--- src/rtl/aclink_rx_pkg.sv ---
`timescale 1ns/100ps
package aclink_rx_pkg;
    typedef enum logic [1:0] {
        ST_IDLE = 2'd0,
        ST_TAG  = 2'd1,
        ST_DATA = 2'd2
    } rx_state_t;
endpackage

--- src/rtl/aclink_bit_sampler.sv ---
`timescale 1ns/100ps
// Captures the serial input in the middle of each bit period (falling edge).
module aclink_bit_sampler (
    input  logic clk,
    input  logic rst,
    input  logic sdin,
    output logic bit_q
);
    always_ff @(negedge clk) begin
        if (rst) bit_q <= 1'b0;
        else     bit_q <= sdin;
    end
endmodule

--- src/rtl/aclink_frame_seq.sv ---
`timescale 1ns/100ps
// Frame sequencer: IDLE / TAG / DATA, bit and slot counters, sync and frame end.
module aclink_frame_seq
    import aclink_rx_pkg::*;
#(
    parameter int TAG_W   = 16,
    parameter int SLOT_W  = 20,
    parameter int N_SLOTS = 12,
    localparam int TAG_CW = $clog2(TAG_W),
    localparam int BIT_CW = $clog2(SLOT_W),
    localparam int NUM_W  = $clog2(N_SLOTS + 1)
) (
    input  logic             clk,
    input  logic             rst,
    output logic             sync_o,
    output logic             tag_en,
    output logic             tag_last,
    output logic             data_en,
    output logic             slot_last,
    output logic [NUM_W-1:0] slot_idx,
    output logic             frame_done
);
    rx_state_t         state, state_nxt;
    logic [TAG_CW-1:0] tag_cnt;
    logic [BIT_CW-1:0] bit_cnt;
    logic              frame_last;

    assign tag_last   = (state == ST_TAG)  && (tag_cnt == TAG_CW'(TAG_W - 1));
    assign slot_last  = (state == ST_DATA) && (bit_cnt == BIT_CW'(SLOT_W - 1));
    assign frame_last = slot_last && (slot_idx == NUM_W'(N_SLOTS));

    // state register
    always_ff @(posedge clk) begin
        if (rst) state <= ST_IDLE;
        else     state <= state_nxt;
    end

    // transitions
    always_comb begin
        state_nxt = state;
        unique case (state)
            ST_IDLE: state_nxt = ST_TAG;
            ST_TAG:  state_nxt = tag_last   ? ST_DATA : ST_TAG;
            ST_DATA: state_nxt = frame_last ? ST_TAG  : ST_DATA;
            default: state_nxt = ST_IDLE;
        endcase
    end

    // counters
    always_ff @(posedge clk) begin
        if (rst || state == ST_IDLE) begin
            tag_cnt  <= '0;
            bit_cnt  <= '0;
            slot_idx <= NUM_W'(1);
        end else if (state == ST_TAG) begin
            tag_cnt <= tag_last ? '0 : tag_cnt + 1'b1;
        end else begin
            bit_cnt <= slot_last ? '0 : bit_cnt + 1'b1;
            if (slot_last)
                slot_idx <= frame_last ? NUM_W'(1) : slot_idx + 1'b1;
        end
    end

    always_ff @(posedge clk) begin
        if (rst) frame_done <= 1'b0;
        else     frame_done <= frame_last;
    end

    // outputs decoded from the state
    always_comb begin
        sync_o  = (state == ST_TAG);
        tag_en  = (state == ST_TAG);
        data_en = (state == ST_DATA);
    end
endmodule

--- src/rtl/aclink_tag_dec.sv ---
`timescale 1ns/100ps
// Shifts in the tag slot and latches the ready flag and slot valid flags.
module aclink_tag_dec #(
    parameter int TAG_W   = 16,
    parameter int N_SLOTS = 12
) (
    input  logic             clk,
    input  logic             rst,
    input  logic             bit_in,
    input  logic             tag_en,
    input  logic             tag_last,
    output logic             ready_q,
    output logic [N_SLOTS:1] valid_q
);
    // holds tag bits TAG_W-1 .. 1 when the last (reserved) bit arrives
    logic [TAG_W-2:0] sr;

    always_ff @(posedge clk) begin
        if (rst) begin
            sr      <= '0;
            ready_q <= 1'b0;
            valid_q <= '0;
        end else if (tag_en) begin
            sr <= {sr[TAG_W-3:0], bit_in};
            if (tag_last) begin
                ready_q <= sr[TAG_W-2];
                for (int s = 1; s <= N_SLOTS; s++)
                    valid_q[s] <= sr[TAG_W-2-s];
            end
        end
    end
endmodule

--- src/rtl/aclink_slot_deser.sv ---
`timescale 1ns/100ps
// Deserializes data slots and presents the gated ones.
module aclink_slot_deser #(
    parameter int SLOT_W  = 20,
    parameter int N_SLOTS = 12,
    localparam int NUM_W  = $clog2(N_SLOTS + 1)
) (
    input  logic              clk,
    input  logic              rst,
    input  logic              bit_in,
    input  logic              data_en,
    input  logic              slot_last,
    input  logic [NUM_W-1:0]  slot_idx,
    input  logic              ready,
    input  logic [N_SLOTS:1]  valid,
    output logic              slot_strobe,
    output logic [NUM_W-1:0]  slot_num,
    output logic [SLOT_W-1:0] slot_data
);
    logic [SLOT_W-2:0]      sr;
    logic [2**NUM_W-1:0]    vmap;
    logic                   take;

    assign vmap = (2**NUM_W)'({valid, 1'b0});
    assign take = data_en && slot_last && ready && vmap[slot_idx];

    always_ff @(posedge clk) begin
        if (rst) begin
            sr          <= '0;
            slot_strobe <= 1'b0;
            slot_num    <= '0;
            slot_data   <= '0;
        end else begin
            slot_strobe <= take;
            if (data_en) sr <= {sr[SLOT_W-3:0], bit_in};
            if (take) begin
                slot_data <= {sr, bit_in};
                slot_num  <= slot_idx;
            end
        end
    end
endmodule

--- src/rtl/aclink_rx.sv ---
`timescale 1ns/100ps
module aclink_rx #(
    parameter int TAG_W   = 16,
    parameter int SLOT_W  = 20,
    parameter int N_SLOTS = 12,
    localparam int NUM_W  = $clog2(N_SLOTS + 1)
) (
    input  logic              clk,
    input  logic              rst,
    input  logic              sdin,
    output logic              sync_o,
    output logic              codec_ready,
    output logic              frame_done,
    output logic              slot_strobe,
    output logic [NUM_W-1:0]  slot_num,
    output logic [SLOT_W-1:0] slot_data
);
    logic             bit_q;
    logic             tag_en, tag_last, data_en, slot_last;
    logic [NUM_W-1:0] slot_idx;
    logic [N_SLOTS:1] valid_q;

    aclink_bit_sampler u_samp (
        .clk(clk), .rst(rst), .sdin(sdin), .bit_q(bit_q)
    );

    aclink_frame_seq #(.TAG_W(TAG_W), .SLOT_W(SLOT_W), .N_SLOTS(N_SLOTS)) u_seq (
        .clk(clk), .rst(rst), .sync_o(sync_o), .tag_en(tag_en),
        .tag_last(tag_last), .data_en(data_en), .slot_last(slot_last),
        .slot_idx(slot_idx), .frame_done(frame_done)
    );

    aclink_tag_dec #(.TAG_W(TAG_W), .N_SLOTS(N_SLOTS)) u_tag (
        .clk(clk), .rst(rst), .bit_in(bit_q), .tag_en(tag_en),
        .tag_last(tag_last), .ready_q(codec_ready), .valid_q(valid_q)
    );

    aclink_slot_deser #(.SLOT_W(SLOT_W), .N_SLOTS(N_SLOTS)) u_slot (
        .clk(clk), .rst(rst), .bit_in(bit_q), .data_en(data_en),
        .slot_last(slot_last), .slot_idx(slot_idx), .ready(codec_ready),
        .valid(valid_q), .slot_strobe(slot_strobe), .slot_num(slot_num),
        .slot_data(slot_data)
    );
endmodule

--- config.mk ---
export PLATFORM = sky130hd
export DESIGN_NAME = aclink_rx
export DESIGN_NICKNAME = d
export VERILOG_FILES = /design/src/rtl/aclink_rx_pkg.sv /design/src/rtl/aclink_bit_sampler.sv /design/src/rtl/aclink_frame_seq.sv /design/src/rtl/aclink_tag_dec.sv /design/src/rtl/aclink_slot_deser.sv /design/src/rtl/aclink_rx.sv
export SDC_FILE = /design/constraint.sdc
export NUM_CORES = 1
export LEC_CHECK = 0
export BUFFER_PORTS_ARGS = -buffer_cell sky130_fd_sc_hd__buf_4
export CAP_MARGIN = 20
export CORE_ASPECT_RATIO = 0.8
export CORE_UTILIZATION = 53
export DETAILED_ROUTE_END_ITERATION = 8
export PLACE_DENSITY_LB_ADDON = 0.2
export SLEW_MARGIN = 10
export SYNTH_ARGS = -nofsm -noshare
export SYNTH_HDL_FRONTEND = slang
export SYNTH_SLANG_ARGS = --single-unit
--- constraint.sdc ---
create_clock -name clk -period 2.11 [get_ports clk]
set_input_delay 0.1055 -clock clk [delete_from_list [all_inputs] [get_ports clk]]
set_output_delay 0.1055 -clock clk [all_outputs]
set_load 0.01 [all_outputs]
==> results.sh, run 1 <==
export IMPL_cts_root_buf="clkbuf_8"
export IMPL_routabilityCongestion=0.7811
export IMPL_hold_violations=0
export IMPL_yosys_area_share_simple=0.2200
export IMPL_grt_setup_unrepaired="no"
export IMPL_power_density_mw_per_mm2=716.0
export IMPL_final_nets=447
export IMPL_fin_skew_ns=0.03540
export IMPL_vias_per_cell=5.106
export IMPL_synth_area_leaders="dfxtp_1 (50%), nand2_1 (16%), a21oi_1 (8.0%)"
export IMPL_die_w_um=93.92
export IMPL_first_global_vias=2304
export IMPL_yosysTopAreaCellShare=0.4974
export IMPL_postCtsSetupBuffers=0
export IMPL_ys_flop_type="dfxtp_1"
export IMPL_layout_cells_non_filler=529
export IMPL_synth_largest_area_cell="dfxtp_1"
export IMPL_antenna_found_initial=0
export IMPL_cap_violations=0
export IMPL_layout_common_cells="nand2_1 (151), dfxtp_1 (89), a21oi_1 (57), buf_4 (40), mux2i_1 (24)"
export IMPL_synth_top_family_by_area="simple AND/OR/NAND/NOR gates"
export IMPL_mostFrequentLayoutCell="nand2_1"
export IMPL_clk_pin_slew_ns=0.09
export IMPL_setup_viol=0
export IMPL_reg2regPathDepth=5
export IMPL_p_leak_nw=1.380
export IMPL_drcViolationCount=0
export IMPL_core_area_mm2=0.006441
export IMPL_slew_violations=0
export IMPL_netlist_area_mm2=0.003582
export IMPL_antenna_left=0
export IMPL_routed_wl_um=6544
export IMPL_h_tree_depth=3
export IMPL_clock_latency_ns=0.39
export IMPL_vias=2701
export IMPL_clockBufferDepth=2
export IMPL_grt_max_degree=53
export IMPL_timing_final_crit_share=0.9305
export IMPL_synth_edf_count=0
export IMPL_criticalPathCategory="flop to flop"
export IMPL_rrSetupSlack_ns=0.15
export IMPL_port_buffers=30
export IMPL_yosysUniqueCellTypes=39
export IMPL_chipHeight_um=75.53
export IMPL_grt_pass1_wl_um=10810
export IMPL_grt_usage=0.1970
export IMPL_hold_buffers=0
export IMPL_final_util=0.6131
export IMPL_worst_pin_slew_ns=0.7144
export IMPL_startpoint="u_seq.slot_idx[0]"
export IMPL_timing_hold_ws_ns=0.2342
export IMPL_start_util=0.5561
export IMPL_hpwlAfterDp_um=4325
export IMPL_clock_sinks=89
export IMPL_routedWlPerCell_um=12.37
export IMPL_avgSynthCellArea_um2=8.611
export IMPL_max_slew_margin=0.5237
export IMPL_max_clock_freq_mhz=509.4
export IMPL_die_area_mm2=0.007093
export IMPL_min_path_type="input port to flop"
export IMPL_synth_xor_area_share=0.01467
export IMPL_drt_iter0_drc=153
export IMPL_crit_required_ns=2.34
export IMPL_outcome="finished, final reports clean"
export IMPL_muxShareOfSynthArea=0.08068
export IMPL_dp_cells=513
export IMPL_area_growth_pct=10.23
export IMPL_synth_adder_area_share=0.01397
export IMPL_peakVddDrop_v=0.0003911
export IMPL_drive_gt1_frac=0.1371
export IMPL_design_portCount=31
export IMPL_firstDrtPassIters=4
export IMPL_worstPathArrival_ns=2.19
export IMPL_endpoint_kind="flop"
export IMPL_cp_max_fo=24
export IMPL_tns_ns=0
export IMPL_endpoint="u_slot.slot_num[2]"
export IMPL_antenna_cells=0
export IMPL_seq_area_frac_synth=0.4974
export IMPL_start_kind="flop"
export IMPL_rr_endpoint="u_slot.slot_num[2]"
export IMPL_numCtsBuffers=9
export IMPL_grt_overflow=0
export IMPL_cts_tree="built"
export IMPL_r2r_start="u_seq.slot_idx[0]"
export IMPL_synth_seq_cells=89
export IMPL_async_reset_ff_frac=0
export IMPL_num_rows=26
export IMPL_synthCells=416
export IMPL_yosys_warnings=0
export IMPL_synth_compound_area_frac=0.09815
export IMPL_synth_fp_nets=423
export IMPL_period_needed_ns=1.963
## worst max-delay path, stage by stage (launching register included)
cell,delay [ns]
dfxtp_1,0.41
mux4_2,0.52
or3b_1,0.38
o2111a_1,0.20
buf_12,0.18
mux2i_1,0.14
## worst min path at each step
| stage | start | end | slack, ns | cells past startpoint |
|---|---|---|---|---|
| floorplan | u_seq.frame_done | frame_done | 0.41 | 0 |
| global placement | u_tag.sr[14] | u_tag.ready_q | 0.44 | 2 |
| detailed placement | u_tag.valid_q[9] | u_tag.valid_q[9] | 0.44 | 2 |
| CTS | rst | u_slot.slot_data[17] | 0.21 | 4 |
| global route | rst | u_slot.slot_data[17] | 0.25 | 4 |
| finish | rst | u_slot.slot_data[15] | 0.23 | 4 |
## cell usage after synthesis, drive strengths merged, types with 3 or more instances
cell type	n
a21oi	57
and2	3
buf	6
clkbuf	17
dfxtp	89
dlygate4sd3	3
ha	4
inv	6
mux2i	24
nand2	151
nand3	6
nand4	3
nor2	14
xor2	4
## per-layer routing
metal	track usage	wire length, µm	up-vias
met1	0.2642	3372	1253
li1	-	-	1405
met2	0.3058	2850	38
met3	0.06487	265	5
met4	0.05812	55	0
met5	0	0	-
## kinds of logic (layout without fill, tap and decap cells)
family / count (synthesis) / count (layout)
AO/OA/AOI/OAI: 65 / 65
XOR/XNOR: 6 / 6
adder cells (fa/ha/maj): 4 / 4
buffers and inverters: 34 / 63
flip-flops: 89 / 89
multiplexers: 26 / 26
AND/OR/NAND/NOR: 192 / 192
## stage by stage
step	setup slack, ns	cell area [µm²]	power [mW]
detailed placement	0.1332	3761	1.807
global placement	0.2146	3761	1.806
CTS	0.1227	3943	2.855
global route	0.05458	3949	2.939
finish	0.1467	3949	2.827
floorplan	0.03881	3582	1.789
## timing repair
item,CTS,global route
hold endpoints to repair,0,0
resized for setup,0,1
setup endpoints to repair,0,5
## where the power goes
| part | internal (mW) | switching (mW) | leakage (nW) |
|---|---|---|---|
| registers | 1.68 | 0.00608 | 0.718 |
| clock network | 0.469 | 0.597 | 0.0875 |
| logic | 0.0179 | 0.0534 | 0.575 |
## state kept, by name, summed over array words and instances, names as in the netlist
register and flops:
u_seq.state 2, u_tag.sr 15, u_tag.valid_q 12, u_seq.frame_done 1, u_slot.slot_data 20, u_slot.sr 19
u_samp.bit_q 1, u_slot.slot_strobe 1, u_slot.slot_num 4, u_seq.bit_cnt 5, u_seq.tag_cnt 4, u_tag.ready_q 1
u_seq.slot_idx 4
## area by class of cell
cell class              count  area (µm²)
flip-flops and latches     89        1782
clock inverters             6       43.79
clock buffers              11       141.4
inverters                   5       18.77
fillers                   595        2492
well taps                  84       105.1
repair buffers             41       320.3
multi-input cells         293        1538
No activity file was read; power rests on OpenSTA's default activity.
==> run 2, diff against run 1 <==
--- a/config.mk
+++ b/config.mk
@@ -5,12 +5,13 @@
 export SDC_FILE = /design/constraint.sdc
 export NUM_CORES = 1
 export LEC_CHECK = 0
+export ABC_AREA = 0
 export BUFFER_PORTS_ARGS = -buffer_cell sky130_fd_sc_hd__buf_4
 export CAP_MARGIN = 20
 export CORE_ASPECT_RATIO = 0.8
 export CORE_UTILIZATION = 53
 export DETAILED_ROUTE_END_ITERATION = 8
-export PLACE_DENSITY_LB_ADDON = 0.2
+export PLACE_DENSITY = 0.79
 export SLEW_MARGIN = 10
 export SYNTH_ARGS = -nofsm -noshare
 export SYNTH_HDL_FRONTEND = slang
==> results.sh, run 2 (synthesis results as in run 1) <==
export IMPL_area_growth_pct=10.44
export IMPL_layout_common_cells="nand2_1 (151), dfxtp_1 (89), a21oi_1 (57), buf_4 (42), mux2i_1 (24)"
export IMPL_die_w_um=93.92
export IMPL_hold_buffers=0
export IMPL_max_stage_delay_ns=0.50
export IMPL_mostFrequentLayoutCell="nand2_1"
export IMPL_core_area_mm2=0.006441
export IMPL_cts_tree="built"
export IMPL_grt_max_degree=54
export IMPL_routedWlPerCell_um=12.53
export IMPL_timing_final_crit_share=0.9216
export IMPL_antenna_left=0
export IMPL_clockBufferDepth=2
export IMPL_min_path_type="input port to flop"
export IMPL_fin_skew_ns=0.04084
export IMPL_die_area_mm2=0.007093
export IMPL_setup_viol=0
export IMPL_h_tree_depth=3
export IMPL_grt_pass1_wl_um=10980
export IMPL_first_global_vias=2368
export IMPL_crit_required_ns=2.37
export IMPL_drive_gt1_frac=0.1390
export IMPL_cts_root_buf="clkbuf_8"
export IMPL_clk_pin_slew_ns=0.09
export IMPL_p_switching_uw=672.3
export IMPL_clock_sinks=89
export IMPL_grt_setup_unrepaired="no"
export IMPL_switching_share=0.2295
export IMPL_hold_violations=0
export IMPL_start_kind="flop"
export IMPL_p_leak_nw=1.398
export IMPL_outcome="finished, final reports clean"
export IMPL_pwr_share_seq=0.577
export IMPL_start_util=0.5561
export IMPL_slew_violations=0
export IMPL_worst_pin_slew_ns=0.7631
export IMPL_port_buffers=30
export IMPL_multi_input_area_mm2=0.001531
export IMPL_peakVddDrop_v=0.0004257
export IMPL_clock_latency_ns=0.39
export IMPL_hpwlAfterDp_um=4633
export IMPL_p_int_mw=2.258
export IMPL_routed_wl_um=6643
export IMPL_design_portCount=31
export IMPL_power_density_mw_per_mm2=740.6
export IMPL_period_needed_ns=1.945
export IMPL_max_slew_margin=0.4913
export IMPL_cts_repair_resized=0
export IMPL_max_clock_freq_mhz=514.3
export IMPL_grt_overflow=0
export IMPL_largest_reg_flops=20
export IMPL_regMostFlops="u_slot.slot_data"
export IMPL_postCtsSetupBuffers=0
export IMPL_vias=2709
export IMPL_chipHeight_um=75.53
export IMPL_vias_per_cell=5.111
export IMPL_cp_max_fo=4
export IMPL_final_nets=448
export IMPL_endpoint_kind="flop"
export IMPL_cap_violations=0
export IMPL_worstPathArrival_ns=2.20
export IMPL_firstDrtPassIters=4
export IMPL_drt_iter0_drc=152
export IMPL_antenna_cells=0
export IMPL_critPathSlowestCell="mux4_2"
export IMPL_grt_usage=0.2025
export IMPL_drcViolationCount=0
export IMPL_crit_chain="mux4_2 -> or3b_1 -> o2111a_1 -> buf_4 -> o221a_2"
export IMPL_antenna_found_initial=0
export IMPL_power_share_clock=0.400
export IMPL_criticalPathCategory="flop to flop"
export IMPL_seq_area_mm2=0.001782
export IMPL_final_util=0.6142
export IMPL_num_rows=26
export IMPL_numCtsBuffers=9
export IMPL_p_comb_frac=0.023
export IMPL_tns_ns=0
export IMPL_reg_top3="u_slot.slot_data: 20 flops, u_slot.sr: 19 flops, u_tag.sr: 15 flops"
export IMPL_routabilityCongestion=0.8114
export IMPL_fill_cells=559
==> run 2: cell types whose count changed in the layout (fill, tap and decap cells not counted), sizes merged <==
cell and change:
buf +1, clkbuf -2, bufinv +1, clkinvlp -1
clkinv +1, inv +1
==> run 2: final cells by class <==
| type | instances | area share |
|---|---|---|
| clock inverter | 8 | 0.02024 |
| inverter | 5 | 0.004744 |
| tap | 84 | 0.02657 |
| timing repair buffer | 42 | 0.07970 |
| clock buffer | 9 | 0.03131 |
| sequential | 89 | 0.4503 |
| multi-input combinational | 293 | 0.3871 |
==> run 2: routing by layer <==
metal / vias up / wire [µm] / global-route usage / share of wire
li1: 1409 / - / - / -
met1: 1242 / 3374 / 0.2856 / 0.51
met2: 53 / 2908 / 0.2976 / 0.44
met3: 5 / 296 / 0.06986 / 0.045
met4: 0 / 63 / 0.05128 / 0.0095
met5: - / 0 / 0 / 0
==> run 2: metrics by stage <==
step | total power, mW | cells | cell area (µm²) | hold WS, ns | setup WS (ns)
2_1_floorplan | 1.789 | 416 | 3582 | 0.4095 | 0.03881
3_3_place_gp | 1.802 | 514 | 3756 | 0.4401 | 0.1937
3_5_place_dp | 1.803 | 514 | 3756 | 0.4467 | 0.1648
4_1_cts | 2.963 | 530 | 3956 | 0.3170 | 0.1537
5_1_grt | 3.056 | 530 | 3956 | 0.3459 | 0.006836
6_report | 2.930 | 530 | 3956 | 0.3250 | 0.1655
==> run 2: power groups by stage <==
stage                     clock network (mW)  logic [mW]  registers [mW]
after detailed placement             0.00593      0.0676            1.73
final                                   1.17      0.0676            1.69
after floorplan                      0.00593      0.0547            1.73
after global routing                    1.29      0.0757            1.69
after CTS                               1.20      0.0678            1.69
after global placement               0.00593      0.0664            1.73
==> run 2: critical path, delay by kind of cell, from the launching register on <==
kind,cells,cell delay (ns)
AO/OA/AOI/OAI,2,0.41
flip-flops,1,0.39
AND/OR/NAND/NOR,1,0.38
buffers and inverters,1,0.16
multiplexers,1,0.50
==> run 2: path summary, 6_finish.rpt <==
check	startpoint	slack, ns	depth (start not counted)	to
setup / recovery	u_seq.slot_idx[0]	0.17	5	u_slot.slot_num[3]
hold / removal	rst	0.32	3	u_seq.tag_cnt[1]
setup reg to reg	u_seq.slot_idx[0]	0.17	5	u_slot.slot_num[3]
hold reg to reg	u_tag.sr[1]	0.46	2	u_tag.sr[2]
==> run 3, diff against run 2 <==
--- a/config.mk
+++ b/config.mk
@@ -9,9 +9,10 @@
 export BUFFER_PORTS_ARGS = -buffer_cell sky130_fd_sc_hd__buf_4
 export CAP_MARGIN = 20
 export CORE_ASPECT_RATIO = 0.8
-export CORE_UTILIZATION = 53
+export CORE_UTILIZATION = 55
+export CTS_BUF_LIST = sky130_fd_sc_hd__clkbuf_4
 export DETAILED_ROUTE_END_ITERATION = 8
-export PLACE_DENSITY = 0.79
+export PLACE_DENSITY = 0.81
 export SLEW_MARGIN = 10
 export SYNTH_ARGS = -nofsm -noshare
 export SYNTH_HDL_FRONTEND = slang
==> results.sh, run 3 (synthesis results as in run 1) <==
export IMPL_die_w_um=92.23
export IMPL_cap_violations=0
export IMPL_routedWlPerCell_um=12.63
export IMPL_clk_pin_slew_ns=0.14
export IMPL_clockBufferDepth=2
export IMPL_firstDrtPassIters=4
export IMPL_reg_top3="u_slot.slot_data: 20 flops, u_slot.sr: 19 flops, u_tag.sr: 15 flops"
export IMPL_drt_iter0_drc=185
export IMPL_min_path_type="input port to flop"
export IMPL_fin_skew_ns=0.03014
export IMPL_start_kind="flop"
export IMPL_criticalPathCategory="flop to flop"
export IMPL_crit_chain="mux4_2 -> or3b_1 -> o2111a_1 -> buf_12 -> o221a_2"
export IMPL_routed_wl_um=6644
export IMPL_regMostFlops="u_slot.slot_data"
export IMPL_timing_final_crit_share=0.9507
export IMPL_mostFrequentLayoutCell="nand2_1"
export IMPL_holdPathStages=3
export IMPL_final_util=0.6398
export IMPL_cp_max_fo=25
export IMPL_vias=2764
export IMPL_worst_pin_slew_ns=0.7435
export IMPL_critPathSlowestCell="mux4_2"
export IMPL_max_stage_delay_ns=0.50
export IMPL_chipHeight_um=74.19
export IMPL_p_comb_frac=0.026
export IMPL_p_switching_uw=680.3
export IMPL_crit_required_ns=2.45
export IMPL_period_needed_ns=2.006
export IMPL_endpoint_kind="flop"
export IMPL_drive_gt1_frac=0.1393
export IMPL_grt_max_degree=54
export IMPL_worstPathArrival_ns=2.35
export IMPL_port_buffers=30
export IMPL_clock_sinks=89
export IMPL_max_clock_freq_mhz=498.5
export IMPL_pwr_share_seq=0.638
export IMPL_power_share_clock=0.336
export IMPL_setup_viol=0
export IMPL_antenna_cells=0
export IMPL_clock_latency_ns=0.46
export IMPL_grt_overflow=0
export IMPL_hold_violations=0
export IMPL_drcViolationCount=0
export IMPL_antenna_found_initial=0
export IMPL_rr_endpoint="u_slot.slot_num[3]"
export IMPL_die_area_mm2=0.006842
export IMPL_cts_tree="built"
export IMPL_rrSetupSlack_ns=0.10
export IMPL_slew_violations=0
export IMPL_num_rows=25
export IMPL_largest_reg_flops=20
export IMPL_power_density_mw_per_mm2=680.4
export IMPL_p_int_mw=1.975
export IMPL_r2r_start="u_seq.slot_idx[0]"
export IMPL_max_slew_margin=0.5043
export IMPL_numCtsBuffers=9
export IMPL_switching_share=0.2562
export IMPL_vias_per_cell=5.255
export IMPL_hold_path_end="u_seq.tag_cnt[1]"
export IMPL_core_area_mm2=0.006100
export IMPL_grt_setup_unrepaired="no"
export IMPL_final_nets=447
export IMPL_area_growth_pct=8.942
export IMPL_tns_ns=0
export IMPL_p_leak_nw=1.367
export IMPL_reg2regPathDepth=5
export IMPL_grt_pass1_wl_um=11350
export IMPL_start_util=0.5873
export IMPL_layout_common_cells="nand2_1 (151), dfxtp_1 (89), a21oi_1 (57), buf_4 (40), mux2i_1 (24)"
export IMPL_holdCritStartpoint="rst"
export IMPL_path_delay_family="multiplexers"
export IMPL_routabilityCongestion=0.8187
export IMPL_h_tree_depth=3
export IMPL_first_global_vias=2554
export IMPL_hold_buffers=0
export IMPL_dpl_cell_area_mm2=0.003757
export IMPL_design_portCount=31
export IMPL_cts_root_buf="clkbuf_4"
export IMPL_outcome="finished, final reports clean"
export IMPL_design_area_mm2=0.003902
export IMPL_antenna_left=0
export IMPL_crit_buf_inv=1
export IMPL_grt_usage=0.2119
export IMPL_hpwlAfterDp_um=4541
export IMPL_peakVddDrop_v=0.0004230
-- run 3: cell count changes in the layout (fill, tap and decap cells not counted), sizes merged --
cell | before | now
clkinvlp | 2 | 1
clkinv | 2 | 1
inv | 8 | 11
buf | 42 | 41
bufinv | 1 | 0
-- run 3: worst max path at each step --
stage | start | endpoint | slack [ns] | cells after the start
final | u_seq.slot_idx[0] | u_slot.slot_num[3] | 0.10 | 5
after floorplan | u_seq.bit_cnt[0] | u_slot.slot_num[1] | 0.04 | 7
after detailed placement | u_seq.bit_cnt[0] | u_slot.slot_data[13] | 0.07 | 6
after global placement | u_seq.slot_idx[0] | u_slot.slot_num[3] | 0.15 | 5
after CTS | u_seq.bit_cnt[0] | u_slot.slot_data[17] | 0.03 | 6
after global routing | u_seq.slot_idx[0] | u_slot.slot_num[3] | 0.01 | 5
-- run 3: metal layers --
| metal | vias up | share of wire | GRT usage |
|---|---|---|---|
| met1 | 1285 | 0.48 | 0.2686 |
| met2 | 58 | 0.47 | 0.3541 |
| li1 | 1416 | - | - |
| met3 | 5 | 0.047 | 0.07157 |
| met4 | 0 | 0.0048 | 0.05208 |
| met5 | - | 0 | 0 |
-- run 3: cell type report --
class | instances | area [µm²]
inverters | 5 | 18.77
multi-input cells | 293 | 1549
clock buffers | 9 | 67.56
flip-flops and latches | 89 | 1782
repair buffers | 41 | 320.3
fillers | 514 | 2197
well taps | 81 | 101.3
clock inverters | 8 | 63.81
-- run 3: worst min-delay path: stages --
cell    delay [ns]
buf_4         0.11
buf_4         0.28
nor2_1        0.14
-- run 3: power by group through the flow --
stage	Sequential [mW]	Clock (mW)	Combinational, mW
after detailed placement	1.73	0.00593	0.0699
after global placement	1.73	0.00593	0.0684
after floorplan	1.73	0.00593	0.0547
final	1.69	0.892	0.0701
after CTS	1.69	0.921	0.0702
after global routing	1.70	0.994	0.0780
-- run 3: through the flow --
step                hold slack, ns  instances  worst slack (ns)  total power [mW]
floorplan                   0.4095        416           0.03881             1.789
global placement            0.4391        510            0.1506             1.804
detailed placement          0.4424        510           0.06762             1.806
CTS                         0.2182        526           0.03136             2.685
global route                0.2393        526           0.01321             2.768
finish                      0.2341        526            0.1040             2.655
-- run 3: repair_timing --
action,in CTS,in global routing
gates resized for setup,0,3
endpoints found under the setup margin,0,26
setup buffers,0,0
